`config.mk`:
```
export PLATFORM = sky130hd
export DESIGN_NAME = rk_seq
export DESIGN_NICKNAME = d
export VERILOG_FILES = /design/src/rtl/rks_pkg.sv /design/src/rtl/rks_dswap.sv /design/src/rtl/rks_ctrl.sv /design/src/rtl/rks_datapath.sv /design/src/rtl/rk_seq.sv
export SDC_FILE = /design/constraint.sdc
export NUM_CORES = 1
export LEC_CHECK = 0
export BUFFER_PORTS_ARGS = -buffer_cell sky130_fd_sc_hd__buf_4
export CAP_MARGIN = 20
export CORE_AREA = 2 2 243 245
export CTS_CLUSTER_SIZE = 16
export DETAILED_ROUTE_END_ITERATION = 8
export DIE_AREA = 0 0 245 247
export GPL_TIMING_DRIVEN = 0
export PLACE_DENSITY = 0.46
export SLEW_MARGIN = 20
export SYNTH_ARGS = -nofsm -noshare
export SYNTH_HDL_FRONTEND = slang
export SYNTH_SLANG_ARGS = --single-unit
```
`constraint.sdc`:
```
create_clock -name clk_i -period 4.94 [get_ports clk_i]
set_clock_uncertainty 0.1 [all_clocks]
set_input_delay 0.988 -clock clk_i [delete_from_list [all_inputs] [get_ports clk_i]]
set_output_delay 0.988 -clock clk_i [all_outputs]
set_load 0.01 [all_outputs]
```
`src/rtl/rks_pkg.sv`:
```
package rks_pkg;
  localparam int unsigned BLK_W  = 128;
  localparam int unsigned WORD_W = 32;
  localparam int unsigned PAIR_W = 2 * WORD_W;
  localparam int unsigned SWAP_S = 7;

  typedef logic [BLK_W-1:0]  blk_t;
  typedef logic [PAIR_W-1:0] pair_t;
endpackage

```
`src/rtl/rks_dswap.sv`:
```
module rks_dswap #(
  parameter int unsigned W = 128,
  parameter int unsigned S = 7
) (
  input  logic [W-1:0] x_i,
  output logic [W-1:0] y_o
);
  localparam int unsigned H = W / 2;

  // outer halves trade their S-bit end slices; middle segments move up/down
  assign y_o = {x_i[W-1-S:H], x_i[S-1:0], x_i[W-1:W-S], x_i[H-1:S]};
endmodule

```
`src/rtl/rks_ctrl.sv`:
```
module rks_ctrl #(
  parameter int unsigned NUM_STEPS = 9,
  localparam int unsigned STEP_W = (NUM_STEPS > 1) ? $clog2(NUM_STEPS) : 1
) (
  input  logic              clk_i,
  input  logic              rst_ni,
  input  logic              start_i,
  input  logic              ready_i,
  output logic              run_o,
  output logic              half_o,
  output logic [STEP_W-1:0] step_o,
  output logic              last_o,
  output logic              load_o,
  output logic              adv_o
);
  logic              run_q, half_q;
  logic [STEP_W-1:0] step_q;
  logic              fire;

  assign fire   = run_q && ready_i;
  assign load_o = start_i && !run_q;
  assign last_o = run_q && half_q && (step_q == STEP_W'(NUM_STEPS - 1));
  assign adv_o  = fire && half_q;

  always_ff @(posedge clk_i or negedge rst_ni) begin
    if (!rst_ni) begin
      run_q  <= 1'b0;
      half_q <= 1'b0;
      step_q <= '0;
    end else if (load_o) begin
      run_q  <= 1'b1;
      half_q <= 1'b0;
      step_q <= '0;
    end else if (fire) begin
      half_q <= ~half_q;
      if (half_q) begin
        if (last_o) begin
          run_q  <= 1'b0;
          step_q <= '0;
        end else begin
          step_q <= step_q + 1'b1;
        end
      end
    end
  end

  assign run_o  = run_q;
  assign half_o = half_q;
  assign step_o = step_q;
endmodule

```
`src/rtl/rks_datapath.sv`:
```
module rks_datapath
  import rks_pkg::*;
(
  input  logic  clk_i,
  input  logic  rst_ni,
  input  logic  load_i,
  input  logic  adv_i,
  input  logic  odd_i,
  input  logic  half_i,
  input  blk_t  key_i,
  input  blk_t  lkey_i,
  input  blk_t  con_i,
  output blk_t  wk_o,
  output pair_t rk_o
);
  blk_t k_q, l_q, l_sw, t;

  rks_dswap #(.W(BLK_W), .S(SWAP_S)) u_dswap (
    .x_i (l_q),
    .y_o (l_sw)
  );

  always_ff @(posedge clk_i or negedge rst_ni) begin
    if (!rst_ni) begin
      k_q <= '0;
      l_q <= '0;
    end else if (load_i) begin
      k_q <= key_i;
      l_q <= lkey_i;
    end else if (adv_i) begin
      l_q <= l_sw;
    end
  end

  always_comb begin
    t = l_q ^ con_i;
    if (odd_i) t = t ^ k_q;
  end

  assign rk_o = half_i ? t[PAIR_W-1:0] : t[BLK_W-1:PAIR_W];
  assign wk_o = k_q;
endmodule

```
`src/rtl/rk_seq.sv`:
```
module rk_seq
  import rks_pkg::*;
#(
  parameter int unsigned NUM_RK = 36,
  localparam int unsigned NUM_STEPS = NUM_RK / 4,
  localparam int unsigned STEP_W = (NUM_STEPS > 1) ? $clog2(NUM_STEPS) : 1
) (
  input  logic              clk_i,
  input  logic              rst_ni,
  input  logic              start_i,
  input  logic [127:0]      key_i,
  input  logic [127:0]      lkey_i,
  output logic [STEP_W-1:0] con_idx_o,
  input  logic [127:0]      con_i,
  output logic [127:0]      wk_o,
  output logic              rk_valid_o,
  input  logic              rk_ready_i,
  output logic [63:0]       rk_o,
  output logic              rk_last_o
);
  logic              run, half, last, load, adv;
  logic [STEP_W-1:0] step;

  rks_ctrl #(.NUM_STEPS(NUM_STEPS)) u_ctrl (
    .clk_i   (clk_i),
    .rst_ni  (rst_ni),
    .start_i (start_i),
    .ready_i (rk_ready_i),
    .run_o   (run),
    .half_o  (half),
    .step_o  (step),
    .last_o  (last),
    .load_o  (load),
    .adv_o   (adv)
  );

  rks_datapath u_dp (
    .clk_i  (clk_i),
    .rst_ni (rst_ni),
    .load_i (load),
    .adv_i  (adv),
    .odd_i  (step[0]),
    .half_i (half),
    .key_i  (key_i),
    .lkey_i (lkey_i),
    .con_i  (con_i),
    .wk_o   (wk_o),
    .rk_o   (rk_o)
  );

  assign con_idx_o  = step;
  assign rk_valid_o = run;
  assign rk_last_o  = last;
endmodule

```
After elaboration in Yosys (flattened, before gate mapping):

Cells that the tools add are included.

* register bits: 262
* bits in latches: 0
* memory bits (writable): 0
* bits in read-only memories: 0
* bits of input ports: 388
* output and inout bits: 198
* word-level logic and storage cells: 36
* memories kept: 0

* $add $sub $neg: 1
* $mul: 0
* divide/modulo/power cells: 0
* $lt $le $gt $ge: 0
* equality and inequality tests: 1
* shifts and indexed selects: 0
* multiplexer cells: 14
* bitwise gates (word level): 3
* reductions and logical operators: 12

Operators with widths (count)
* $mux W128: 3
* $xor A128 B128 Y128: 2
* $mux W64: 1
* $mux W4: 4
* $reduce_bool A2 Y1: 4
* $mux W1: 6
* $logic_and A1 B1 Y1: 5
* $add A4 B1 Y4 const B: 1
* $eq A4 B4 Y1 const B: 1
* $reduce_and A3 Y1: 1
* $reduce_and A2 Y1: 1
* $logic_not A1 Y1: 1
* $not A1 Y1: 1

Longest topological paths before layout:

* word-level depth: 6
* depth in mapped cells: 8
* mapped depth without buffers: 5

Modules after synthesis:

A second synthesis with hierarchy kept.

* cells, all modules: 1572
* area, all modules: 16819.9 µm²

Modules (own cells, without submodules)
* rks_datapath: instances 1, cells an instance 1409, area each 15523.6 µm², seq. area each 6406.1 µm²
* rks_dswap: instances 1, cells an instance 128, area each 960.9 µm², seq. area each 0.0 µm²
* rks_ctrl: instances 1, cells an instance 35, area each 335.3 µm², seq. area each 150.1 µm²

Worst setup path after synthesis:

Ideal clock, no wire load.

* path type: register to output
* start point: register u_ctrl.step_q[0], in the netlist u_ctrl.step_o[0]
* end point: output rk_last_o
* arrival time: 1.571 ns
* data required time: 3.852 ns
* setup slack: 2.281 ns
* cell stages (with the launch flop): 8
* buffers on the path: 3
* cell sequence: dfrtp_1 buf_2 clkbuf_1 buf_2 inv_1 ha_1 and3b_1 and3_1

* cells in the longest elaborated chain, start to end: 2

Ends and longest elaborated chain
* start: declaration: RTL line rks_ctrl.sv:17 `logic [STEP_W-1:0] step_q;`
* start signal: assignment: RTL line rks_ctrl.sv:41 `step_q <= step_q + 1'b1;`
* $eq A4 B4 Y1: RTL line rks_ctrl.sv:22 `assign last_o = run_q && half_q && (step_q == STEP_W'(NUM_STEPS - 1));`
* $logic_and A1 B1 Y1: RTL line rks_ctrl.sv:22
* end: declaration: RTL line rk_seq.sv:19 `output logic rk_last_o`

Every way passes these cells.

Worst setup path in the final report:

Same ends and word-level chain as after synthesis.

==> results by group <==
Timing
  – TNS Setup: 0 ps
  – Crit share post-route: 0.861
  – Minimum clock period: 4250 ps
  – Setup-failing EPs final: 0
  – Rel. slew slack: 0.380
  – RSZ-0062 raised after global routing: false
  – Fin. Hold Viols: 0
  – Fmax: 235 MHz
  – Final Max Slew Viols: 0
  – Worst-margin pin slew: 930 ps

Global routing
  – Grt total ovfl: 0
  – Largest net degree at the start of global routing: 82
  – Initial antenna violation count: 3
  – Total track usage: 0.205
  – First-pass GRT wire length: 89.9 mm
  – Number of global-route vias before repair: 12976

Yosys
  – Post-synth top area share: 0.456
  – Compound-cell area share of the yosys netlist: 0.0489
  – Netlist cell types: 24
  – Synthesized area: 14400 um2
  – Seq cells post-synth: 262
  – Post-Synth XOR/XNOR Area: 0.156
  – Post-synthesis sequential area ratio: 0.456
  – Post-Synth Adder-Cell Area: 0.00174
  – Synth Warn #: 0
  – Multiplexer area fraction after synthesis: 0.234
  – Simple-gate area share of the yosys netlist: 0.0719
  – Combinational family with the most area after synthesis: multiplexers
  – Syn_area_per_cell: 10.8 um2
  – Synth area leaders: dfrtp_1 (46%), xnor2_1 (16%), mux2i_1 (13%)
  – Post-synth top area cell: dfrtp_1
  – Syn nets: 1725
  – Mapped Cells: 1335

Pwr
  – VDD IR max: 329 uV
  – PD cells: 650 nW/um2
  – Total power: 13.7 mW
  – Sw Share: 0.398
  – Seq pwr share: 0.332
  – Combinational Power Share: 0.477
  – Pleak: 9.69 nW
  – Psw: 5.43 mW
  – P_int: 8.22 mW
  – Clk pwr share: 0.192

Floorplan
  – Die ar.: 60500 um2
  – Die width: 245 um
  – Initial core utilization: 0.247
  – CORE AREA: 58200 um2
  – Num ports: 586
  – Die Ht: 247 um
  – # rows: 89

Route
  – 1st-pass router iterations: 5
  – DR WL/cell: 23.0 um
  – WL final: 63.4 mm
  – Drt first-iter violations: 578
  – Via/cell ratio: 4.45
  – Vias: 12273
  – Detail Route Antenna Nets: 0
  – DRC Markers: 0

Critical path
  – Type of origin of the critical path: register
  – Signal arrival time at the worst endpoint: 3160 ps
  – Crit-path cells: buf_2 > clkbuf_2 > buf_2 > inv_1 > ha_1 > and3b_1 > and3_1 > buf_4
  – Cell repeated most along the worst path: buf_2
  – Slowest Stage Delay on Critical Path: 560 ps
  – Slowest library cell on the worst path: clkbuf_2
  – Register-to-Register Path Depth: 8
  – CP required: 3850 ps
  – Crit Path Max Fanout: 11
  – CP Capture Type: output pin
  – Flop2flop setup slack: 2030 ps
  – CP Class: reg -> out

Final layout
  – Share of layout cells above drive strength 1: 0.374
  – Register area: 6560 um2
  – Fill cells: 5990
  – Area of the multi-input gates: 7370 um2
  – Final #Nets: 2352
  – Commonest non-fill, non-tap cells in the layout: buf_4 (589), dfrtp_1 (262), nand2_1 (260), xnor2_1 (256), mux2i_1 (192)
  – Leading cell type in the layout, fill and taps excluded: buf_4
  – Synthesis-to-layout area growth: 45.8%

CTS
  – Post-CTS Repair Setup Buffers: 0
  – H-tree depth: 2
  – CTS Sinks: 262
  – Clock Latency Late Sink: 560 ps
  – Clock slew at reported path FFs: 50 ps
  – TritonCTS Buffers: 37
  – Clk root buf: clkbuf_16
  – CTS tree: built
  – Clock Tree Buf Depth: 3
  – Post-cts sizing count: 0
  – Hold Buf Count CTS: 0

Hold path
  – Hold Path Class: in -> async

Job
  – Max-Cap Viols: 0

Placed design
  – GP Congestion: 0.826
  – Post-DP HPWL: 50.8 mm
  – Buffers added on ports: 585

Run status
  – Outcome: finished, final reports clean
final timing paths:
check / startpoint / end
min in group clk_i: u_dp.wk_o[119] / u_dp.wk_o[119]
max in group asynchronous: rst_ni / u_dp.wk_o[112]
hold / removal: rst_ni / u_dp.wk_o[10]
setup / recovery: u_ctrl.step_o[0] / rk_last_o
hold reg to reg: u_dp.wk_o[119] / u_dp.wk_o[119]
setup reg to reg: u_ctrl.step_o[0] / u_ctrl.step_o[0]
flip-flops by register name (all words and copies together) (netlist names):
name and flops:
u_ctrl.run_o 1, u_ctrl.step_o 4, u_dp.wk_o 128, u_ctrl.half_o 1
u_dp.l_q 128
layer usage:
metal	up-vias	share of wire	GRT usage
met4	0	0.024	0.0637
met1	6041	0.41	0.248
met3	74	0.068	0.0531
li1	5745	-	-
met2	413	0.50	0.356
met5	-	0	0
Yosys cell counts:
cell type and count:
xnor2_1 256, nor2_1 1, mux2i_1 192, nor2b_1 2, o21ai_0 126, buf_2 43, a311oi_1 1, mux2_2 48
mux2_1 80, inv_1 4, o21ai_1 6, a41oi_1 1, and3b_1 1, dfrtp_1 262, nand3_1 3, and3_1 2
buf_6 9, buf_4 5, clkbuf_4 1, nand2_1 260, clkbuf_1 24, or3_1 1, ha_1 2, a21oi_1 5
kinds of logic after synthesis:
family,Yosys count
buffers and inverters,86
multiplexers,320
flip-flops,262
XOR/XNOR,256
adder cells (fa/ha/maj),2
AO/OA/AOI/OAI,139
AND/OR/NAND/NOR,270
area by class of cell:
class                           count  area share
Sequential cell                   262       0.312
Buffer                             82      0.0216
Tap cell                          773      0.0461
Clock buffer                       57      0.0521
Timing Repair Buffer              588       0.214
Antenna cell                        2    0.000238
Inverter                            4    0.000715
Multi-Input combinational cell    987       0.351
Clock inverter                      4     0.00232
metrics by stage:
stage	setup slack, ps	cells	instance area [um2]	util	hold WS [ps]
global placement	244	2693	19800	0.339	398
detailed placement	1180	2696	19800	0.341	409
floorplan	2280	1335	14400	-	448
global route	519	2758	21000	0.360	191
CTS	559	2757	21000	0.360	181
finish	688	2759	21000	0.360	199
worst max-delay path, delay by kind of cell (launching register included):
kind | cells | cell delay [ps]
flops | 1 | 390
fa+ha+maj | 1 | 210
buf+inv | 5 | 1570
simple gates | 2 | 410
power groups by stage:
| stage | sequential [mW] | combinational (mW) | clock [mW] |
|---|---|---|---|
| floorplan | 4.16 | 3.53 | 0 |
| global placement | 4.58 | 6.54 | 0 |
| detailed placement | 4.59 | 6.59 | 0 |
| CTS | 4.57 | 6.62 | 2.70 |
| global route | 4.67 | 7.08 | 2.77 |
| finish | 4.53 | 6.51 | 2.61 |
No activity file was read; power rests on OpenSTA's default activity.
